<file path="config.mk">
export PLATFORM = sky130hd
export DESIGN_NAME = uart_irq_ctrl
export DESIGN_NICKNAME = d
export VERILOG_FILES = /design/src/rtl/uart_irq_pkg.sv /design/src/rtl/irq_rx_edge.sv /design/src/rtl/irq_tx_event.sv /design/src/rtl/uart_irq_ctrl.sv
export SDC_FILE = /design/constraint.sdc
export NUM_CORES = 1
export LEC_CHECK = 0
export ABC_AREA = 0
export BUFFER_PORTS_ARGS = -buffer_cell sky130_fd_sc_hd__buf_2
export CORE_AREA = 2 2 39 41
export CTS_BUF_LIST = sky130_fd_sc_hd__clkbuf_2 sky130_fd_sc_hd__clkbuf_4 sky130_fd_sc_hd__clkbuf_8
export CTS_CLUSTER_SIZE = 8
export DETAILED_ROUTE_END_ITERATION = 7
export DIE_AREA = 0 0 41 43
export GPL_TIMING_DRIVEN = 0
export PLACE_DENSITY = 0.44
export SLEW_MARGIN = 20
export SYNTH_ARGS = -nofsm -noshare
export SYNTH_HDL_FRONTEND = slang
export SYNTH_SLANG_ARGS = --single-unit
</file>
<file path="constraint.sdc">
create_clock -name clk -period 1.3 [get_ports clk]
set_clock_uncertainty 0.1 [all_clocks]
set_input_delay 0 -clock clk [delete_from_list [all_inputs] [get_ports clk]]
set_output_delay 0 -clock clk [all_outputs]
set_load 0.02 [all_outputs]
</file>
<file path="src/rtl/uart_irq_pkg.sv">
package uart_irq_pkg;

    typedef struct packed {
        logic ra;   // RX activity seen during shutdown
        logic fe;   // framing error of last stop sample
        logic txi;  // latched transmit-empty interrupt
    } irq_lat_t;

endpackage

</file>
<file path="src/rtl/irq_rx_edge.sv">
module irq_rx_edge #(
    parameter int   STAGES = 2,
    parameter logic IDLE   = 1'b1
) (
    input  logic clk,
    input  logic rst_n,
    input  logic rx_async,
    output logic edge_seen
);
    localparam int DEPTH = STAGES + 1;

    logic [DEPTH-1:0] pipe_d, pipe_q;

    always_comb begin
        pipe_d[0] = rx_async;
    end

    for (genvar i = 1; i < DEPTH; i++) begin : g_pipe
        always_comb pipe_d[i] = pipe_q[i-1];
    end

    always_ff @(posedge clk or negedge rst_n) begin
        if (!rst_n) pipe_q <= {DEPTH{IDLE}};
        else        pipe_q <= pipe_d;
    end

    assign edge_seen = pipe_q[DEPTH-1] ^ pipe_q[DEPTH-2];

endmodule

</file>
<file path="src/rtl/irq_tx_event.sv">
module irq_tx_event (
    input  logic clk,
    input  logic rst_n,
    input  logic level,
    output logic rise
);
    logic prev_d, prev_q;

    always_comb prev_d = level;

    always_ff @(posedge clk or negedge rst_n) begin
        if (!rst_n) prev_q <= 1'b0;
        else        prev_q <= prev_d;
    end

    assign rise = level & ~prev_q;

endmodule

</file>
<file path="src/rtl/uart_irq_ctrl.sv">
module uart_irq_ctrl
    import uart_irq_pkg::*;
#(
    parameter int SYNC_STAGES = 2
) (
    input  logic clk,
    input  logic rst_n,
    input  logic mask_par,
    input  logic mask_rx,
    input  logic mask_ra,
    input  logic mask_tx,
    input  logic fifo_not_empty,
    input  logic head_parity,
    input  logic parity_en,
    input  logic shutdown,
    input  logic rx_line,
    input  logic stop_strobe,
    input  logic stop_bit,
    input  logic tx_empty,
    input  logic rd_cs_rise,
    output logic st_par,
    output logic st_rx,
    output logic st_ra_fe,
    output logic st_tx,
    output logic irq_n
);
    irq_lat_t lat_d, lat_q;
    logic     rx_edge;
    logic     tx_rise;

    irq_rx_edge #(.STAGES(SYNC_STAGES), .IDLE(1'b1)) u_rx_edge (
        .clk      (clk),
        .rst_n    (rst_n),
        .rx_async (rx_line),
        .edge_seen(rx_edge)
    );

    irq_tx_event u_tx_event (
        .clk  (clk),
        .rst_n(rst_n),
        .level(tx_empty),
        .rise (tx_rise)
    );

    always_comb begin
        lat_d = lat_q;
        // RX activity: held clear outside shutdown
        if (!shutdown)    lat_d.ra = 1'b0;
        else if (rx_edge) lat_d.ra = 1'b1;
        // framing error follows each stop-bit sample
        if (stop_strobe)  lat_d.fe = ~stop_bit;
        // transmit interrupt: a new event beats the clearing read
        if (tx_rise && mask_tx) lat_d.txi = 1'b1;
        else if (rd_cs_rise)    lat_d.txi = 1'b0;
    end

    always_ff @(posedge clk or negedge rst_n) begin
        if (!rst_n) lat_q <= '0;
        else        lat_q <= lat_d;
    end

    assign st_par   = parity_en & fifo_not_empty & head_parity;
    assign st_rx    = fifo_not_empty;
    assign st_ra_fe = shutdown ? lat_q.ra : lat_q.fe;
    assign st_tx    = tx_empty;
    assign irq_n    = ~((st_par & mask_par) | (st_rx & mask_rx) |
                        (st_ra_fe & mask_ra) | (lat_q.txi & mask_tx));

    AST_PAR_NEEDS_EN: assert property (@(posedge clk) disable iff (!rst_n)
        !parity_en |-> !st_par);
    AST_RX_IRQ: assert property (@(posedge clk) disable iff (!rst_n)
        (fifo_not_empty && mask_rx) |-> !irq_n);
    AST_RA_RUN_CLEAR: assert property (@(posedge clk) disable iff (!rst_n)
        !shutdown |=> !lat_q.ra);
    AST_FE_SET: assert property (@(posedge clk) disable iff (!rst_n)
        (stop_strobe && !stop_bit) |=> lat_q.fe);
    AST_FE_HOLD: assert property (@(posedge clk) disable iff (!rst_n)
        !stop_strobe |=> $stable(lat_q.fe));
    AST_TX_HOLD: assert property (@(posedge clk) disable iff (!rst_n)
        (lat_q.txi && !rd_cs_rise) |=> lat_q.txi);
    AST_TX_SET_WINS: assert property (@(posedge clk) disable iff (!rst_n)
        (tx_rise && mask_tx && rd_cs_rise) |=> lat_q.txi);
    AST_TX_LIVE: assert property (@(posedge clk) disable iff (!rst_n)
        st_tx == tx_empty);

endmodule

</file>
==> impl_metrics.csv, run 1 <==
group,metric,value,unit
yosys,syn_area,285.3,um2
global_route,antenna_found_initial,0,
drt,vias_per_cell,3.851,
setup_path,r2r_end,"lat_q[2]$_DFFE_PN0P_",
setup_path,cp.arrival,1.28,ns
global_route,grt_max_degree,8,
drt,drt_drc_violations_left,0,
setup_path,critPathRequiredTime,1.20,ns
clocking,clk_latency,0.24,ns
yosys,ys_ff_latch,7,
die,start_util,20.61,%
setup_path,endpoint_kind,"output pin",
die,core_area,1384,um2
setup_path,reg2reg_depth,2,
drt,ant_nets,0,
worst_hold_path,hold_path.class,"input port to async pin",
clocking,clk_pin_slew_worst_paths,0.05,ns
yosys,syn_inst,20,
global_route,grt_usage,7.614,%
pwr,cellInternalPower,0.0004366,W
final_layout,fin_util,37.07,%
pwr,total_power,0.0005615,W
drt,wl_per_cell,8.731,um
yosys,syn_area_per_cell,14.26,um2
drt,wl,585,um
timing,rsz0062_at_grt,"yes",
timing,fin_crit,1.379,ns
timing,finalHoldViolCount,0,
clocking,cts_tree,"built",
clocking,cts_buffers,3,
outcome,status,"complete, but fails checks",
drt,drt_iter0_markers,0,
clocking,cts.sinks,7,
pwr,power.leakage,0.2638,nW
global_route,grt_pass1_wl,834,um
yosys,yosysTopAreaCell,"dfrtp_1",
drt,first_pass_iters,1,
setup_path,crit_chain,"mux2_4 > a221oi_2 > buf_4",
yosys,synth.net_count,35,
yosys,synth-seq-area-share,62.72,%
pwr,power_frac_seq,43.4,%
yosys,synth_edf_count,0,
setup_path,regToRegStartpoint,"u_rx_edge.pipe_q[1]$_DFF_PN1_",
die,dieArea,1763,um2
yosys,ys_types,13,
flow_run,cap_violations,0,
die,rows,14,
pwr,p_sw_share,22.25,%
drt,vias,258,
setup_path,critPathKind,"flop to output pin",
die,fp.dieH,43,um
place,port_buffers,19,
yosys,yosys_warnings,0,
setup_path,rrSetupSlack,0.34,ns
place,dp_hpwl,473,um
setup_path,worst_path_max_delay_cell,"dfrtp_1",
setup_path,cp_max_fo,2,
outcome,violations,"negative setup slack",
final_layout,drive_gt1_share,58.82,%
clocking,ctsLongestPathBuffers,2,
timing,worst_slack,-0.07950,ns
timing,fmax,0.7249,GHz
pwr,clkPwrFrac,37.6,%
timing,worst_pin_slew,0.1830,ns
final_layout,final_cell_area,513.0,um2
yosys,ys_async_sr_fraction,100.0,%
timing,maxSlewHeadroom,87.80,%
global_route,grt_overflow,0,
yosys,synth_commonest_cells,"dfrtp_1, dfstp_2, buf_4, inv_1",
die,ios,20,
yosys,yosys_most_used_dff,"dfrtp_1",
timing,slew_violations,0,
place,gp_congestion,0.6280,
pwr,p_comb_share,19.1,%
pwr,powerDensity,1095,nW/um2
yosys,yosysMostFrequentCell,"dfrtp_1",
place,post_dp_cell_area,400.4,um2
setup_path,worstSetupEndpoint,"irq_n",
clocking,htreeDepth,1,
setup_path,crit_path_start_kind,"flop",
clocking,clockRootBuffer,"clkbuf_4",
timing,finalSetupViolCount,1,
timing,fin_crit_sh,106.1,%
die,die_w,41,um
place,placedCellCount,55,
final_layout,diodes,0,
yosys,synth_top_area_share,35.09,%
setup_path,critPathMaxStageDelay,0.37,ns
final_layout,fin_cells,67,
pwr,power_switching,0.0001249,W
setup_path,crit_start,"lat_q[1]$_DFFE_PN0P_",
final_layout,areaGrowthSynthToFinish,79.82,%
timing,timing.hold.ws,0.003125,ns
yosys,synth.area.top_cells,"dfrtp_1, dfstp_2, a221oi_2",
pwr,ir_worst_vdd,0.0005532,V
final_layout,nNetsFinal,67,
clocking,post-cts-setup-buffer-count,0,
global_route,first_global_vias,233,
area by class of cell:
cell class                 count  area [um2]
fill                         154       870.8
buffer                         2       15.01
tap                           16       20.02
multi-input combinational      9       83.83
timing repair buffer          27       177.7
inverter                       2       7.507
sequential                     7       178.9
clock buffer                   4       30.03
how the worst min path moves through the flow:
stage	cells after the start	slack (ns)	endpoint
2_1_floorplan	0	-0.40	lat_q[0]$_DFFE_PN0P_
3_3_place_gp	1	-0.27	u_tx_event.prev_q$_DFF_PN0_
3_5_place_dp	1	-0.26	u_tx_event.prev_q$_DFF_PN0_
4_1_cts	2	0.004	u_tx_event.prev_q$_DFF_PN0_
5_1_grt	2	0.02	lat_q[1]$_DFFE_PN0P_
6_report	2	0.003	u_tx_event.prev_q$_DFF_PN0_
layer usage:
| layer | part of all wire [%] | GRT usage, % |
|---|---|---|
| met4 | 0 | 8.000 |
| met3 | 9.2 | 3.141 |
| met2 | 54 | 12.19 |
| met5 | 0 | 0 |
| met1 | 36 | 6.000 |
worst max-delay path, delay by kind of cell, from the launching register on:
family	cells	cell delay [ns]
DFF	1	0.37
muxes	1	0.28
AOI/OAI and AO/OA	1	0.21
buffers and inverters	1	0.18
power by group through the flow:
stage | Sequential (W) | Clock [W] | Combinational [W]
2_1_floorplan | 0.000245 | 0 | 0.0000474
3_3_place_gp | 0.000246 | 0 | 0.0000864
3_5_place_dp | 0.000247 | 0 | 0.0000879
4_1_cts | 0.000244 | 0.000224 | 0.000111
5_1_grt | 0.000244 | 0.000240 | 0.000118
6_report | 0.000244 | 0.000211 | 0.000107
cells in the final DEF (no fill, tap or decap):
cell type      Yosys  routed
a221oi_2           1       1
a22o_1             1       1
and3_1             1       1
buf_2              0      18
buf_4              2       3
clkbuf_4           0       4
dfrtp_1            4       4
dfstp_2            3       3
dlygate4sd3_1      0       8
inv_1              2       2
mux2_4             1       1
mux2i_1            1       1
nand3b_1           1       1
o21a_1             1       1
o21ai_0            1       1
xor2_1             1       1
repair_timing:
item / CTS / global route
setup endpoints to repair: 1 / 2
resized for setup: 1 / 0
hold buffers: 8 / 1
hold endpoints to repair: 12 / 1
cloned: 0 / 0
per-stage QoR:
stage / setup TNS [ns] / setup WS [ns]
4_1_cts: -0.09703 / -0.09703
3_5_place_dp: 0 / 0.1648
2_1_floorplan: 0 / 0.1107
6_report: -0.07950 / -0.07950
5_1_grt: -0.1269 / -0.1269
3_3_place_gp: 0 / 0.1792
kinds of logic (layout without fill, tap and decap cells):
| logic type | Yosys count | after routing | share of synthesized area [%] |
|---|---|---|---|
| xor+xnor | 1 | 1 | 3.071 |
| mux | 2 | 2 | 8.771 |
| buf+inv | 4 | 35 | 7.894 |
| compound gates | 4 | 4 | 12.72 |
| simple gates | 2 | 2 | 4.827 |
| flops | 7 | 7 | 62.72 |
sequential cells by signal (all words and copies together) (netlist names):
| signal | count |
|---|---|
| u_tx_event.prev_q | 1 |
| u_rx_edge.pipe_q | 3 |
| lat_q | 3 |
Note: power is estimated with default switching activity, not from simulation.
==> run 2: changes to the inputs <==
--- a/config.mk
+++ b/config.mk
@@ -8,3 +8,4 @@
 export ABC_AREA = 0
-export BUFFER_PORTS_ARGS = -buffer_cell sky130_fd_sc_hd__buf_2
+export CELL_PAD_IN_SITES_DETAIL_PLACEMENT = 0
+export CELL_PAD_IN_SITES_GLOBAL_PLACEMENT = 1
 export CORE_AREA = 2 2 39 41
@@ -14,4 +15,5 @@
 export DIE_AREA = 0 0 41 43
+export DONT_BUFFER_PORTS = 1
 export GPL_TIMING_DRIVEN = 0
-export PLACE_DENSITY = 0.44
+export PLACE_DENSITY = 0.39
 export SLEW_MARGIN = 20
--- a/constraint.sdc
+++ b/constraint.sdc
@@ -4,2 +4,2 @@
 set_output_delay 0 -clock clk [all_outputs]
-set_load 0.02 [all_outputs]
+set_load 0.01 [all_outputs]
==> run 2 against run 1 <==
  * The flow now finishes without violations
  * Combinational power down 22%
  * Cell count fell by 22%
  * Register-to-register slack lost 0.28 ns
  * Hold slack gained 0.071 ns
  * Clock-buffer cell count unchanged
  * Sequential cell count stayed put
  * Global-route usage increased by 1.1 points
  * First-iteration DRC count up 2
  * Critical endpoint unchanged
  * Final area decreased by 9.0%
  * Fmax is 7.0% higher
  * Power is 4.3% lower
  * Clock power hardly changed
==> impl_metrics.csv, run 2 (synthesis gave the netlist of run 1 again) <==
group,metric,value,unit
outcome,status,"completed",
worst_hold_path,hold_path.class,"input port to output pin",
drt,wl_met1,194,um
pwr,ir_worst_vdd,0.0004898,V
pwr,power_frac_seq,45.4,%
setup_path,worst_path_max_delay_cell,"dfrtp_1",
setup_path,crit_chain,"mux2_4 > a221oi_4",
drt,vias,213,
final_layout,final_common_cell,"dlygate4sd3_1",
drt,wl_per_cell,10.71,um
global_route,grt_usage,8.704,%
clocking,cts.sinks,7,
timing,timing.hold.ws,0.07383,ns
setup_path,cp_max_fo,2,
final_layout,nNetsFinal,52,
pwr,power.leakage,0.2045,nW
timing,rsz0062_at_grt,"yes",
place,gp_congestion,0.5794,
drt,highest_layer,"met4",
final_layout,final_cell_mix,"dlygate4sd3_1, clkbuf_4, dfrtp_1",
global_route,antenna_found_initial,0,
pwr,clkPwrFrac,39.1,%
die,dieArea,1763,um2
timing,maxSlewHeadroom,79.94,%
clocking,clk_pin_slew_worst_paths,0.05,ns
pwr,p_sw_share,20.76,%
pwr,power_switching,0.0001116,W
pwr,powerDensity,1151,nW/um2
drt,drt_iter0_markers,2,
clocking,cts_buffers,3,
pwr,total_power,0.0005373,W
place,port_buffers,0,
pwr,cellInternalPower,0.0004258,W
timing,finalHoldViolCount,0,
drt,wl,557,um
setup_path,rrSetupSlack,0.06,ns
clocking,clockRootBuffer,"clkbuf_4",
global_route,first_global_vias,236,
drt,first_pass_iters,2,
timing,worst_pin_slew,0.2999,ns
setup_path,critPathRequiredTime,1.20,ns
drt,drt_drc_violations_left,0,
clocking,cts_tree,"built",
die,ios,20,
die,die_w,41,um
clocking,ctsLongestPathBuffers,2,
drt,route.met3.wl,69,um
pwr,p_comb_share,15.5,%
timing,finalSetupViolCount,0,
die,start_util,20.61,%
timing,slew_violations,0,
setup_path,critPathKind,"flop to output pin",
place,post-place-ws,0.2298,ns
setup_path,cp.arrival,1.19,ns
final_layout,reg_top3,"lat_q (3), u_rx_edge.pipe_q (3), u_tx_event.prev_q (1)",
die,core_area,1384,um2
timing,worst_slack,0.01130,ns
global_route,grt_max_degree,8,
final_layout,seq_area,178.9,um2
flow_run,cap_violations,0,
setup_path,critPathMaxStageDelay,0.37,ns
final_layout,multiInputGateArea,95.09,um2
setup_path,cp.buffers_inverters,0,
clocking,post-cts-setup-buffer-count,0,
final_layout,drive_gt1_share,30.56,%
global_route,grt_pass1_wl,938,um
drt,ant_nets,0,
drt,dr_wl_met2,285,um
timing,fmax,0.7760,GHz
final_layout,diodes,0,
die,fp.dieH,43,um
final_layout,num-fill-cells,146,
drt,vias_per_cell,4.096,
global_route,grt_overflow,0,
clocking,htreeDepth,1,
clocking,clk_latency,0.24,ns
die,rows,14,
final_layout,fin_util,33.73,%
timing,fin_crit,1.289,ns
setup_path,cpLargestDelayFamily,"flip-flops",
final_layout,areaGrowthSynthToFinish,63.60,%
setup_path,crit_path_start_kind,"flop",
timing,fin_crit_sh,99.13,%
setup_path,endpoint_kind,"output pin",
[run 2: changes by cell type in the layout (fill, tap and decap cells not counted)]
cell	change
buf_2	-18
dlygate4sd3_1	+4
a221oi_2	-1
a221oi_4	+1
buf_4	-1
[run 2: cell type report]
cell class | count | area share, %
flip-flops and latches | 7 | 38.34
repair buffers | 12 | 25.74
multi-input cells | 9 | 20.38
clock buffers | 4 | 6.434
well taps | 16 | 4.290
plain buffers | 2 | 3.217
inverters | 2 | 1.609
[run 2: power by group through the flow]
stage                     registers (W)  clock network (W)  logic (W)
after floorplan                0.000245                  0  0.0000376
after global placement         0.000246                  0  0.0000413
after detailed placement       0.000248                  0  0.0000415
after CTS                      0.000244           0.000218  0.0000851
after global routing           0.000245           0.000240  0.0000918
final                          0.000244           0.000210  0.0000834
[run 2: final timing paths]
kind,from,end,cells after the start
worst max-delay path,lat_q[1]$_DFFE_PN0P_,irq_n,2
worst min-delay path,shutdown,st_ra_fe,1
worst max register to register,lat_q[1]$_DFFE_PN0P_,lat_q[1]$_DFFE_PN0P_,3
worst min register to register,u_rx_edge.pipe_q[0]$_DFF_PN1_,u_rx_edge.pipe_q[1]$_DFF_PN1_,0
max in group asynchronous,rst_n,u_rx_edge.pipe_q[0]$_DFF_PN1_,2
min in group asynchronous,rst_n,lat_q[0]$_DFFE_PN0P_,2
[run 2: through the flow]
| step | area, um2 | TNS [ns] | std cells |
|---|---|---|---|
| floorplan | 285.3 | 0 | 20 |
| global placement | 305.3 | 0 | 36 |
| detailed placement | 305.3 | 0 | 36 |
| CTS | 466.7 | -0.00001366 | 52 |
| global route | 466.7 | -0.03631 | 52 |
| finish | 466.7 | 0 | 52 |
[run 2: repair_timing]
action,in CTS,in global routing
hold buffers,12,0
resized for setup,1,0
setup endpoints to repair,1,1
hold endpoints to repair,15,0
[run 2: worst register-to-register path, stage by stage (launching register included)]
cell           delay (ns)
dfrtp_1              0.37
inv_1                0.05
mux2i_1              0.05
dlygate4sd3_1        0.55
[run 2: routing by layer]
| layer | up-vias | track usage (%) |
|---|---|---|
| met3 | 2 | 6.283 |
| met2 | 13 | 13.13 |
| met5 | - | 0 |
| met4 | 0 | 6.000 |
| li1 | 100 | - |
| met1 | 98 | 7.591 |
